==> src/rtl/nor_burst_prog.sv <==
module nor_burst_prog #(
  parameter int AW       = 24,
  parameter int DW       = 16,
  parameter int LEN_W    = 16,
  parameter int WB_WORDS = 16,
  parameter int CLK_HZ   = 100_000_000,
  parameter int TMO_MS   = 2000
) (
  input  logic             clk,
  input  logic             rst_n,
  input  logic             start,
  input  logic [AW-1:0]    start_addr,
  input  logic [LEN_W-1:0] run_len,
  input  logic [AW-1:0]    block_base,
  input  logic [DW-1:0]    in_data,
  input  logic             in_valid,
  output logic             in_ready,
  output logic [AW-1:0]    fl_addr,
  output logic [DW-1:0]    fl_wdata,
  output logic             fl_wr,
  output logic             fl_rd,
  input  logic [DW-1:0]    fl_rdata,
  output logic             prog_pwr,
  output logic             busy,
  output logic             done,
  output logic             tmo,
  output logic [3:0]       err_flags
);
  localparam int LW      = $clog2(WB_WORDS);
  localparam int BW      = LW + 1;
  localparam int TMO_CYC = CLK_HZ / 1000 * TMO_MS;
  localparam int TW      = $clog2(TMO_CYC + 1);

  localparam logic [7:0] C_BUFREQ = 8'hE8;
  localparam logic [7:0] C_STATRD = 8'h70;
  localparam logic [7:0] C_COMMIT = 8'hD0;
  localparam logic [7:0] C_CLRST  = 8'h50;
  localparam logic [7:0] C_ARRAY  = 8'hFF;
  localparam logic [7:0] FAULT_M  = 8'h3A;

  typedef enum logic [3:0] {
    S_IDLE, S_REQ, S_RDX, S_WAITX, S_STQ, S_STRD, S_STCAP,
    S_CNT, S_FILL, S_CONF, S_PRD, S_PCHK, S_CLR, S_RMODE
  } st_t;

  st_t              st;
  logic [AW-1:0]    cur, blk;
  logic [LEN_W-1:0] rem;
  logic [BW-1:0]    bcnt;
  logic [TW-1:0]    tmr;

  wire [BW-1:0] room    = BW'(WB_WORDS) - {1'b0, cur[LW-1:0]};
  wire [BW-1:0] nb      = (rem < LEN_W'(room)) ? BW'(rem) : room;
  wire          expired = tmr >= TW'(TMO_CYC - 1);
  wire          take    = in_valid && in_ready;
  wire [7:0]    stat    = fl_rdata[7:0];

  assign busy     = st != S_IDLE;
  assign prog_pwr = busy;
  assign in_ready = st == S_FILL;

  always_comb begin
    fl_wr    = 1'b0;
    fl_rd    = 1'b0;
    fl_addr  = blk;
    fl_wdata = '0;
    case (st)
      S_REQ:   begin fl_wr = 1'b1; fl_wdata = DW'(C_BUFREQ); end
      S_STQ:   begin fl_wr = 1'b1; fl_wdata = DW'(C_STATRD); end
      S_CNT:   begin fl_wr = 1'b1; fl_wdata = DW'(nb - BW'(1)); end
      S_FILL:  begin fl_wr = in_valid; fl_addr = cur; fl_wdata = in_data; end
      S_CONF:  begin fl_wr = 1'b1; fl_wdata = DW'(C_COMMIT); end
      S_CLR:   begin fl_wr = 1'b1; fl_wdata = DW'(C_CLRST); end
      S_RMODE: begin fl_wr = 1'b1; fl_wdata = DW'(C_ARRAY); end
      S_RDX, S_STRD, S_PRD: fl_rd = 1'b1;
      default: ;
    endcase
  end

  always_ff @(posedge clk) begin
    if (!rst_n) begin
      st        <= S_IDLE;
      cur       <= '0;
      blk       <= '0;
      rem       <= '0;
      bcnt      <= '0;
      tmr       <= '0;
      tmo       <= 1'b0;
      err_flags <= '0;
      done      <= 1'b0;
    end else begin
      done <= st == S_RMODE;
      if (tmr != TW'(TMO_CYC)) tmr <= tmr + TW'(1);
      case (st)
        S_IDLE: if (start) begin
          cur       <= start_addr;
          blk       <= block_base;
          rem       <= run_len;
          tmo       <= 1'b0;
          err_flags <= '0;
          tmr       <= '0;
          st        <= (run_len == '0) ? S_CLR : S_REQ;
        end
        S_REQ:   st <= S_RDX;
        S_RDX:   st <= S_WAITX;
        S_WAITX: st <= stat[7] ? S_CNT : (expired ? S_STQ : S_REQ);
        S_STQ:   st <= S_STRD;
        S_STRD:  st <= S_STCAP;
        S_STCAP: begin tmo <= 1'b1; st <= S_CLR; end
        S_CNT:   begin bcnt <= nb; st <= S_FILL; end
        S_FILL: if (take) begin
          cur  <= cur + AW'(1);
          rem  <= rem - LEN_W'(1);
          bcnt <= bcnt - BW'(1);
          if (bcnt == BW'(1)) st <= S_CONF;
        end
        S_CONF: begin tmr <= '0; st <= S_PRD; end
        S_PRD:  st <= S_PCHK;
        S_PCHK: begin
          if (stat[7]) begin
            if ((stat & FAULT_M) != '0) begin
              err_flags <= {stat[5], stat[4], stat[3], stat[1]};
              st <= S_CLR;
            end else if (rem == '0) begin
              st <= S_CLR;
            end else begin
              tmr <= '0;
              st  <= S_REQ;
            end
          end else if (expired) begin
            tmo <= 1'b1;
            st  <= S_CLR;
          end else begin
            st <= S_PRD;
          end
        end
        S_CLR:   st <= S_RMODE;
        S_RMODE: st <= S_IDLE;
        default: st <= S_IDLE;
      endcase
    end
  end

  p_count_after_grant_r4: assert property (@(posedge clk) disable iff (!rst_n)
    (st == S_WAITX && stat[7]) |=> (fl_wr && fl_addr == blk && fl_wdata < DW'(WB_WORDS)));

  p_no_cross_r5: assert property (@(posedge clk) disable iff (!rst_n)
    (fl_wr && in_ready && (&fl_addr[LW-1:0])) |=> !in_ready);

  p_fill_after_count_r8: assert property (@(posedge clk) disable iff (!rst_n)
    $rose(in_ready) |-> $past(fl_wr && !fl_rd));

  p_fault_then_clear_r7: assert property (@(posedge clk) disable iff (!rst_n)
    $rose(|err_flags) |-> (fl_wr && fl_wdata == DW'(C_CLRST)));

  p_tmo_then_clear_r3: assert property (@(posedge clk) disable iff (!rst_n)
    $rose(tmo) |-> (fl_wr && fl_wdata == DW'(C_CLRST)));

  p_done_quiet_r9: assert property (@(posedge clk) disable iff (!rst_n)
    done |-> (!prog_pwr && !in_ready && !fl_wr));

  p_target_held_r11: assert property (@(posedge clk) disable iff (!rst_n)
    (busy && $past(busy)) |-> $stable(blk));
endmodule

==> config.mk <==
export PLATFORM = sky130hd
export DESIGN_NAME = nor_burst_prog
export DESIGN_NICKNAME = d
export VERILOG_FILES = /design/src/rtl/nor_burst_prog.sv
export SDC_FILE = /design/constraint.sdc
export NUM_CORES = 1
export LEC_CHECK = 0
export BUFFER_PORTS_ARGS = -buffer_cell sky130_fd_sc_hd__buf_2
export CAP_MARGIN = 25
export CORE_MARGIN = 4
export CORE_UTILIZATION = 55
export CTS_BUF_LIST = sky130_fd_sc_hd__clkbuf_16
export CTS_CLUSTER_DIAMETER = 80
export DETAILED_ROUTE_END_ITERATION = 16
export GPL_TIMING_DRIVEN = 0
export PLACE_DENSITY_LB_ADDON = 0.05
export SYNTH_ARGS = -nofsm -noshare
export SYNTH_HDL_FRONTEND = slang
export SYNTH_SLANG_ARGS = --single-unit
==> constraint.sdc <==
create_clock -name clk -period 4.2 [get_ports clk]
set_input_delay 0 -clock clk [delete_from_list [all_inputs] [get_ports clk]]
set_output_delay 0 -clock clk [all_outputs]
set_load 0.005 [all_outputs]
==> metrics.cfg, run 1 <==
[run_status]
status=completed

[synthesis]
synthMostInstantiatedCell=nand2_1
synth_edf_count=0
synth_top_family_by_area=simple AND/OR/NAND/NOR gates
ys_ff_latch=107
synth_common_cells=200 x nand2_1, 107 x dfxtp_1, 79 x a21oi_1
ys_seq_area_frac=0.314
yosysUniqueCellTypes=71
synth_simple_gate_area_share=0.328
synth_compound_area_frac=0.228
synth.top_cell.area_share=0.314
ys_async_sr_fraction=0
synth_xor_area_frac=0.0411
synth_fa_ha_area_frac=0.0216
synth_nets=1077
yosysTopAreaCell=dfxtp_1
postSynthCellCount=966
synthMuxAreaShare=0.0134
synth_area_per_cell_um2=7.06
yosysWarnings=0
synth_area_um2=6820
synthTopCellsByArea=dfxtp_1 31%, nand2_1 11%, a21oi_1 5.8%
synth_ff_type=dfxtp_1

[min_path]
holdPathEnd=rem[11]
hold_depth=5
hold_path.class=input pin to flop
hp-start=run_len[11]

[worst_setup_path]
rr_worst_depth=9
crit_type=flop to output port
cp_max_fo=9
cp-end-kind=output port
regToRegSetupSlack_ns=1.26
critical_path_arrival_ns=4.06
r2r_start=rem[0]
required_ns=4.20
rr_endpoint=tmr[27]
worst_setup_path_start_kind=flop

[placed_design]
dpl.hpwl_um=16400
dpl-instance-area_um2=7730
gp_congestion=0.973
io_buffer_count=139
dp_cells=1274

[layout]
design_area_um2=8580
drive_gt1_frac=0.158
fillCellCount=1077
final-instance-count-excl-fill=1332
areaGrowthSynthToFinish_pct=25.7
n_antenna_cell=0
final_core_util=0.711
layout.nets=1270

[cts]
cts_tree=done
cts_root_buf=clkbuf_16
clock_latency_ns=0.37
cts_buffers=9
cts_max_path_buffers=2
cts.sinks=107
htree_levels=3
clk_pin_slew_ns=0.08

[timing]
rsz0062_at_grt=yes
fin_crit_sh=0.966
tightest_slew_ns=0.941
timing.hold.ws_ns=0.00291
min_period_ns=4.06
setup_viol=0
hold_viol_final=0
relSlewSlack=0.373
max_freq_mhz=246
maxSlewViolCount=0
skew_ns=0.00891

[floorplanning]
die_y_um=119
pin_count=151
dieArea_um2=14200
design.core.area_um2=12100
row_count=40
die_w_um=119
initial_core_util=0.565

[global_routing]
grt_pass1_wl_um=36700
grt_max_degree=21
antenna_found_initial=0
overflow=0
grt_pass1_vias=7284
grt_usage=0.316

[route]
detail-route-antenna-nets=0
routed_wl_um=23000
wl_met1_um=9590
top_layer_used=met4
vias=7984
post_drt_via_cell_ratio=5.99
remaining_drc_errors=0
first_pass_iters=8
dr_wl_met2_um=10300
route.met3.wl_um=2370
routedWlPerCell_um=17.2
drtIter0Drc=942

[power]
p_leak_uw=0.00341
internal_power_uw=2910
powerDensity_nw_per_um2=653
clkPwrFrac=0.176
p_sw_uw=2690
power_frac_seq=0.268
p_sw_frac=0.480
ir_drop_mv=0.358
power_frac_comb=0.557

[run]
drv_cap=0

## how the worst max path moves through the flow
stage           start     endpoint  slack [ns]  cells after the start
2_1_floorplan  cur[0]  fl_wdata[4]        0.54                     17
3_3_place_gp   cur[0]  fl_wdata[4]       -0.24                     18
3_5_place_dp   cur[0]  fl_wdata[4]       -0.26                     18
4_1_cts        cur[0]  fl_wdata[4]       0.002                     17
5_1_grt        cur[0]  fl_wdata[4]       -0.02                     17
6_report       cur[0]  fl_wdata[4]        0.14                     17
## logic make-up (layout without fill, tap and decap cells)
kind of cell	after synthesis	after routing
flip-flops	107	107
XOR/XNOR	32	32
multiplexers	9	9
buffers and inverters	94	292
AO/OA/AOI/OAI	240	240
AND/OR/NAND/NOR	472	472
adder cells (fa/ha/maj)	12	12
## per-stage QoR
step	TNS [ns]	setup slack (ns)	power, uW
after detailed placement	-0.467	-0.259	4340
final	0	0.143	5600
after global routing	-0.0182	-0.0182	5970
after floorplan	0	0.540	3440
after global placement	-0.438	-0.245	4320
after CTS	0	0.00214	5440
## state kept, by name, indices dropped and copies added (netlist names)
| name | cells |
|---|---|
| rem | 16 |
| tmr | 28 |
| cur | 24 |
| err_flags | 4 |
| st | 4 |
| done | 1 |
| blk | 24 |
| tmo | 1 |
| bcnt | 5 |
## layout make-up
cell class,count,area [um^2],area share
Sequential cell,107,2150,0.250
Tap cell,168,210,0.0245
Inverter,21,81.3,0.00948
Timing Repair Buffer,183,1130,0.132
Multi-Input combinational cell,765,4380,0.511
Buffer,72,283,0.0330
Clock buffer,9,225,0.0263
Clock inverter,7,116,0.0136
## cell usage in the layout (no fill, tap or decap), types with 12 or more instances in the layout
cell type,synthesis,final
nand2_1,200,200
buf_2,7,147
dfxtp_1,107,105
a21oi_1,79,79
clkbuf_1,59,58
nor2_1,55,53
nor3_1,49,48
nand3_1,46,46
dlygate4sd3_1,0,42
o21ai_0,29,29
nor4_1,22,22
o211ai_1,21,21
nand4_1,21,21
inv_1,19,18
xnor2_1,17,17
nand2b_1,16,16
xor2_1,15,15
o21ai_1,14,14
or3_1,12,12
## power by group through the flow
stage	sequential, uW	clock, uW	combinational, uW
after floorplan	1420	0	2020
after global placement	1490	0	2830
after detailed placement	1490	0	2850
after CTS	1480	990	2980
after global routing	1530	1030	3420
final	1500	985	3120
## critical path, stage by stage, from the launching register on
cell and delay, ns:
dfxtp_4 0.39, inv_4 0.09, ha_2 0.21, nor3b_4 0.23, inv_1 0.11, ha_1 0.30, nor2b_1 0.15, a2111o_1 0.43
or2_1 0.22, buf_2 0.19, o31ai_4 0.24, and2_4 0.20, ha_4 0.17, o211ai_1 0.11, xnor2_1 0.17, o31ai_1 0.10
a31o_1 0.24, buf_2 0.13
## per-layer routing
layer | up-vias | GRT usage
met5 | - | 0
met4 | 0 | 0.121
met3 | 54 | 0.0684
met2 | 467 | 0.497
met1 | 3598 | 0.425
li1 | 3865 | -
## repair_timing
action                                  CTS  global route
hold endpoints to repair                 42             0
hold buffers                             42             0
setup buffers                             0             1
pin swaps                                 0             2
endpoints found under the setup margin    3             2
resized for setup                        11             8
Note: power is estimated with default switching activity, not from simulation.
==> inputs of run 2 (changes only) <==
--- a/config.mk
+++ b/config.mk
@@ -7,8 +7,10 @@
 export LEC_CHECK = 0
 export BUFFER_PORTS_ARGS = -buffer_cell sky130_fd_sc_hd__buf_2
 export CAP_MARGIN = 25
+export CELL_PAD_IN_SITES_DETAIL_PLACEMENT = 2
+export CELL_PAD_IN_SITES_GLOBAL_PLACEMENT = 2
 export CORE_MARGIN = 4
-export CORE_UTILIZATION = 55
+export CORE_UTILIZATION = 30
 export CTS_BUF_LIST = sky130_fd_sc_hd__clkbuf_16
 export CTS_CLUSTER_DIAMETER = 80
 export DETAILED_ROUTE_END_ITERATION = 16
==> metrics.cfg, run 2 (synthesis results as in run 1) <==
[floorplanning]
die_w_um=159
dieArea_um2=25200
initial_core_util=0.309
die_y_um=159
pin_count=151
row_count=54
design.core.area_um2=22100

[route]
detail-route-antenna-nets=0
vias=8139
first_pass_iters=4
routed_wl_um=31400
post_drt_via_cell_ratio=5.57
remaining_drc_errors=0
drtIter0Drc=389
routedWlPerCell_um=21.5

[layout]
final_core_util=0.402
n_antenna_cell=0
layout.nets=1286
multiInputGateArea_um2=4420
final-instance-count-excl-fill=1460
drive_gt1_frac=0.169
largest_register=tmr
ff_latch_area_um2=2140
areaGrowthSynthToFinish_pct=30.1
layout_common_cells=200 x nand2_1, 145 x buf_2, 105 x dfxtp_1
final_common_cell=nand2_1
top_regs=tmr x28, blk x24, cur x24
largest_reg_flops=28
design_area_um2=8880
fillCellCount=2695

[placed_design]
dp_slack_ns=-0.433
gp_congestion=0.844
io_buffer_count=139
dpl.hpwl_um=22800
dp_cells=1385
dpl-instance-area_um2=7870

[timing]
hold_viol_final=0
setup_ws_ns=0.182
min_period_ns=4.02
setup_viol=0
max_freq_mhz=249
fin_crit_sh=0.957
maxSlewViolCount=0
skew_ns=0.0145
relSlewSlack=0.375
tightest_slew_ns=0.930
timing.hold.ws_ns=0.00667

[worst_setup_path]
cp-end-kind=output port
critPathSlowestCell=a2111o_1
regToRegSetupSlack_ns=1.10
cp_max_fo=6
required_ns=4.20
crit_chain=buf_8 > inv_8 > ha_4 > nor3b_4 > inv_2 > ha_4 > nor2b_1 > a2111o_1 > or2_1 > buf_6 > o31ai_4 > and2_4 > ha_4 > buf_4 > nand2_1 > xor2_1 > o211ai_1 > a31o_1 > buf_2
worst_setup_path_start_kind=flop
crit_type=flop to output port
rr_worst_depth=9
critical_path_arrival_ns=4.02
r2r_start=rem[0]
rr_endpoint=tmr[8]
crit_path_max_incr_delay_ns=0.49
cpMostUsedCell=ha_4

[global_routing]
antenna_found_initial=1
grt_max_degree=22
grt_pass1_vias=8593
grt_pass1_wl_um=49300
grt_usage=0.242
overflow=0

[cts]
clock_latency_ns=0.37
cts_max_path_buffers=2
cts_buffers=9
htree_levels=3
cts.sinks=107
cts_root_buf=clkbuf_16
cts_tree=done
clk_pin_slew_ns=0.08

[min_path]
hp-start=run_len[13]
hold_depth=3
hold_path.class=input pin to flop
holdPathEnd=rem[13]

[run_status]
status=completed

[run]
drv_cap=0

[power]
powerDensity_nw_per_um2=679
ir_drop_mv=0.312
p_leak_uw=0.00347

run 2: changes by cell type in the layout (fill, tap and decap cells not counted), moves of 2 or more:
| cell | delta |
|---|---|
| buf_4 | +12 |
| bufinv_16 | -2 |
| dlygate4sd3_1 | +5 |
| ha_4 | +2 |
| clkinv_8 | +2 |
| buf_2 | -2 |
| clkinvlp_4 | +2 |
| inv_6 | -2 |
run 2: routing by layer:
metal,track usage,part of all wire
met1,0.321,0.47
met2,0.427,0.49
met3,0.0347,0.031
met4,0.0422,0.0082
met5,0,0.00029
run 2: how the worst max path moves through the flow:
stage	cells past startpoint	slack (ns)	endpoint	from
3_5_place_dp	18	-0.43	fl_wdata[4]	cur[0]
4_1_cts	18	0.02	fl_wdata[4]	cur[0]
6_report	19	0.18	fl_wdata[4]	cur[0]
5_1_grt	18	-0.01	fl_wdata[4]	cur[0]
2_1_floorplan	17	0.54	fl_wdata[4]	cur[0]
3_3_place_gp	18	-0.42	fl_wdata[4]	cur[0]
run 2: what timing repair did:
item	in CTS	in global routing
endpoints found under the setup margin	13	2
resized for setup	19	12
hold buffers	47	0
pin swaps	2	5
endpoints found under the hold margin	47	0
setup buffers	2	11
run 2: worst max-delay path, delay by kind of cell, from the launching register on:
| family | cells | cell delay, ns |
|---|---|---|
| compound gates | 4 | 1.07 |
| xor+xnor | 1 | 0.15 |
| fa+ha+maj | 3 | 0.54 |
| buf+inv | 6 | 0.69 |
| flops | 1 | 0.34 |
| simple gates | 5 | 0.86 |
run 2: final cells by class:
type                       count  share of cell area
inverter                      21             0.00973
clock buffer                   9              0.0254
buffer                        72              0.0338
timing repair buffer         199               0.142
multi-input combinational    765               0.498
clock inverter                 7             0.00944
tap                          280              0.0395
sequential                   107               0.242
run 2: report_power, final:
part | switching (uW) | internal, uW | leakage, uW
logic | 2290 | 1310 | 0.00245
clock network | 476 | 425 | 0.000142
registers | 285 | 1240 | 0.000873
run 2: per-stage QoR:
stage	setup TNS [ns]	total power, uW
after floorplan	0	3440
after global placement	-0.767	4580
after detailed placement	-0.846	4640
after CTS	0	5790
after global routing	-0.0200	6470
final	0	6030
==> inputs of run 3 (changes only) <==
--- a/config.mk
+++ b/config.mk
@@ -5,12 +5,13 @@
 export SDC_FILE = /design/constraint.sdc
 export NUM_CORES = 1
 export LEC_CHECK = 0
+export ABC_AREA = 1
 export BUFFER_PORTS_ARGS = -buffer_cell sky130_fd_sc_hd__buf_2
 export CAP_MARGIN = 25
 export CELL_PAD_IN_SITES_DETAIL_PLACEMENT = 2
 export CELL_PAD_IN_SITES_GLOBAL_PLACEMENT = 2
 export CORE_MARGIN = 4
-export CORE_UTILIZATION = 30
+export CORE_UTILIZATION = 29
 export CTS_BUF_LIST = sky130_fd_sc_hd__clkbuf_16
 export CTS_CLUSTER_DIAMETER = 80
 export DETAILED_ROUTE_END_ITERATION = 16
==> metrics.cfg, run 3 <==
[run_status]
status=completed

[route]
first_pass_iters=4
routedWlPerCell_um=19.2
vias=7588
post_drt_via_cell_ratio=5.09
drtIter0Drc=289
detail-route-antenna-nets=0
routed_wl_um=28700
remaining_drc_errors=0

[synthesis]
ys_seq_area_frac=0.327
synth_nets=1116
synthTopCellsByArea=dfxtp_1 33%, nand2_1 12%, nor2_1 6.6%
synth_common_cells=210 x nand2_1, 116 x nor2_1, 111 x inv_1
synthMostInstantiatedCell=nand2_1
synth_area_um2=6560
synth_ff_type=dfxtp_1
yosysUniqueCellTypes=44
ys_async_sr_fraction=0
yosysWarnings=0
yosysTopAreaCell=dfxtp_1
synth.top_cell.area_share=0.327
ys_ff_latch=107
synth_edf_count=0
postSynthCellCount=1005
synth_area_per_cell_um2=6.53

[cts]
cts_max_path_buffers=2
cts_root_buf=clkbuf_16
cts.sinks=107
cts_resized=0
clock_latency_ns=0.36
cts_tree=done
hold_buffers=51
htree_levels=3
clk_pin_slew_ns=0.08
cts_buffers=9
postCtsSetupBuffers=0

[layout]
layout.nets=1317
n_antenna_cell=0
top_regs=tmr x28, blk x24, cur x24
final_common_cell=nand2_1
areaGrowthSynthToFinish_pct=29.2
multiInputGateArea_um2=3780
largest_register=tmr
ff_latch_area_um2=2140
largest_reg_flops=28
drive_gt1_frac=0.183
fillCellCount=2742
layout_common_cells=210 x nand2_1, 155 x buf_2, 116 x nor2_1

[floorplanning]
pin_count=151
initial_core_util=0.298
row_count=54
design.core.area_um2=22000
die_w_um=158
dieArea_um2=25100
die_y_um=158

[placed_design]
io_buffer_count=139
gp_congestion=0.850
dpl.hpwl_um=21800

[min_path]
hold_depth=4
hold_path.class=input pin to flop
hp-start=fl_rdata[7]

[worst_setup_path]
startpoint=cur[0]
critical_path_arrival_ns=3.53
required_ns=4.20
rr_worst_depth=13
regToRegSetupSlack_ns=1.60
cp_max_fo=9
r2r_start=cur[0]
crit_type=flop to output port
cp-end-kind=output port
worst_setup_path_start_kind=flop

[timing]
fin_crit_sh=0.839
skew_ns=0.00824
relSlewSlack=0.415
hold_viol_final=0
setup_viol=0
rsz0062_at_grt=no
timing.hold.ws_ns=0.00494
max_freq_mhz=284
tightest_slew_ns=0.870
finalSetupTns_ns=0
min_period_ns=3.53
maxSlewViolCount=0

[run]
drv_cap=0

[global_routing]
overflow=0
grt_pass1_wl_um=44700
antenna_found_initial=0
grt_pass1_vias=8242
grt_usage=0.230
grt_max_degree=18

[power]
ir_drop_mv=0.243
p_leak_uw=0.00378
powerDensity_nw_per_um2=716

-- run 3: cell types whose count changed in the layout (fill, tap and decap cells not counted), sizes merged, moves of 15 or more --
cell | previous run | this run
o21ai | 43 | 90
nor4 | 22 | 7
inv | 21 | 121
nor2 | 55 | 133
clkbuf | 66 | 27
nand2b | 16 | 0
nor3 | 49 | 14
nand3 | 46 | 64
nand2 | 200 | 218
-- run 3: path summary, 6_finish.rpt --
path                 end
min                st[1]
max          fl_wdata[4]
max reg2reg      bcnt[0]
min reg2reg       blk[7]
-- run 3: cells by family (layout without fill, tap and decap cells) --
logic type / Yosys count / count (layout) / synth area share
adder cells (fa/ha/maj): 11 / 11 / 0.0210
XOR/XNOR: 32 / 32 / 0.0427
AND/OR/NAND/NOR: 472 / 472 / 0.323
flip-flops: 107 / 107 / 0.327
buffers and inverters: 162 / 367 / 0.0975
AO/OA/AOI/OAI: 221 / 221 / 0.189
-- run 3: final cells by class --
class / count / area share
inverters: 120 / 0.0531
multi-input cells: 736 / 0.446
flip-flops and latches: 107 / 0.253
clock buffers: 9 / 0.0266
plain buffers: 42 / 0.0223
clock inverters: 6 / 0.0161
repair buffers: 190 / 0.142
well taps: 280 / 0.0413
-- run 3: per-layer routing --
layer,vias to the layer above,global-route usage,share of wire
li1,3720,-,-
met2,117,0.426,0.51
met5,-,0,0
met1,3723,0.281,0.44
met4,0,0.0577,0.020
met3,28,0.0277,0.026
-- run 3: critical path: stages (launching register included) --
cell and delay (ns):
dfxtp_1 0.52, inv_1 0.18, ha_1 0.34, inv_1 0.10
ha_1 0.24, a21oi_1 0.14, nand2_1 0.06, nand2_1 0.06
nand2_1 0.06, nand2_2 0.11, nand2_4 0.10, o21ai_0 0.29
ha_1 0.23, a21boi_0 0.31, nand2_1 0.10, nand3_1 0.10
nand3_1 0.07, buf_2 0.15
-- run 3: through the flow --
step	area [um^2]	std cells	total power [uW]	setup WS, ns	util
after global routing	8480	1490	6600	0.300	0.385
after CTS	8480	1490	6130	0.635	0.385
after detailed placement	7600	1424	4980	1.06	0.345
final	8480	1490	6070	0.675	0.385
after floorplan	6560	1005	3670	1.81	-
after global placement	7600	1424	4890	1.07	0.345
-- run 3: power by group --
part / switching [uW] / internal, uW
sequential: 303 / 1310
combinational: 2280 / 1100
clock: 440 / 644
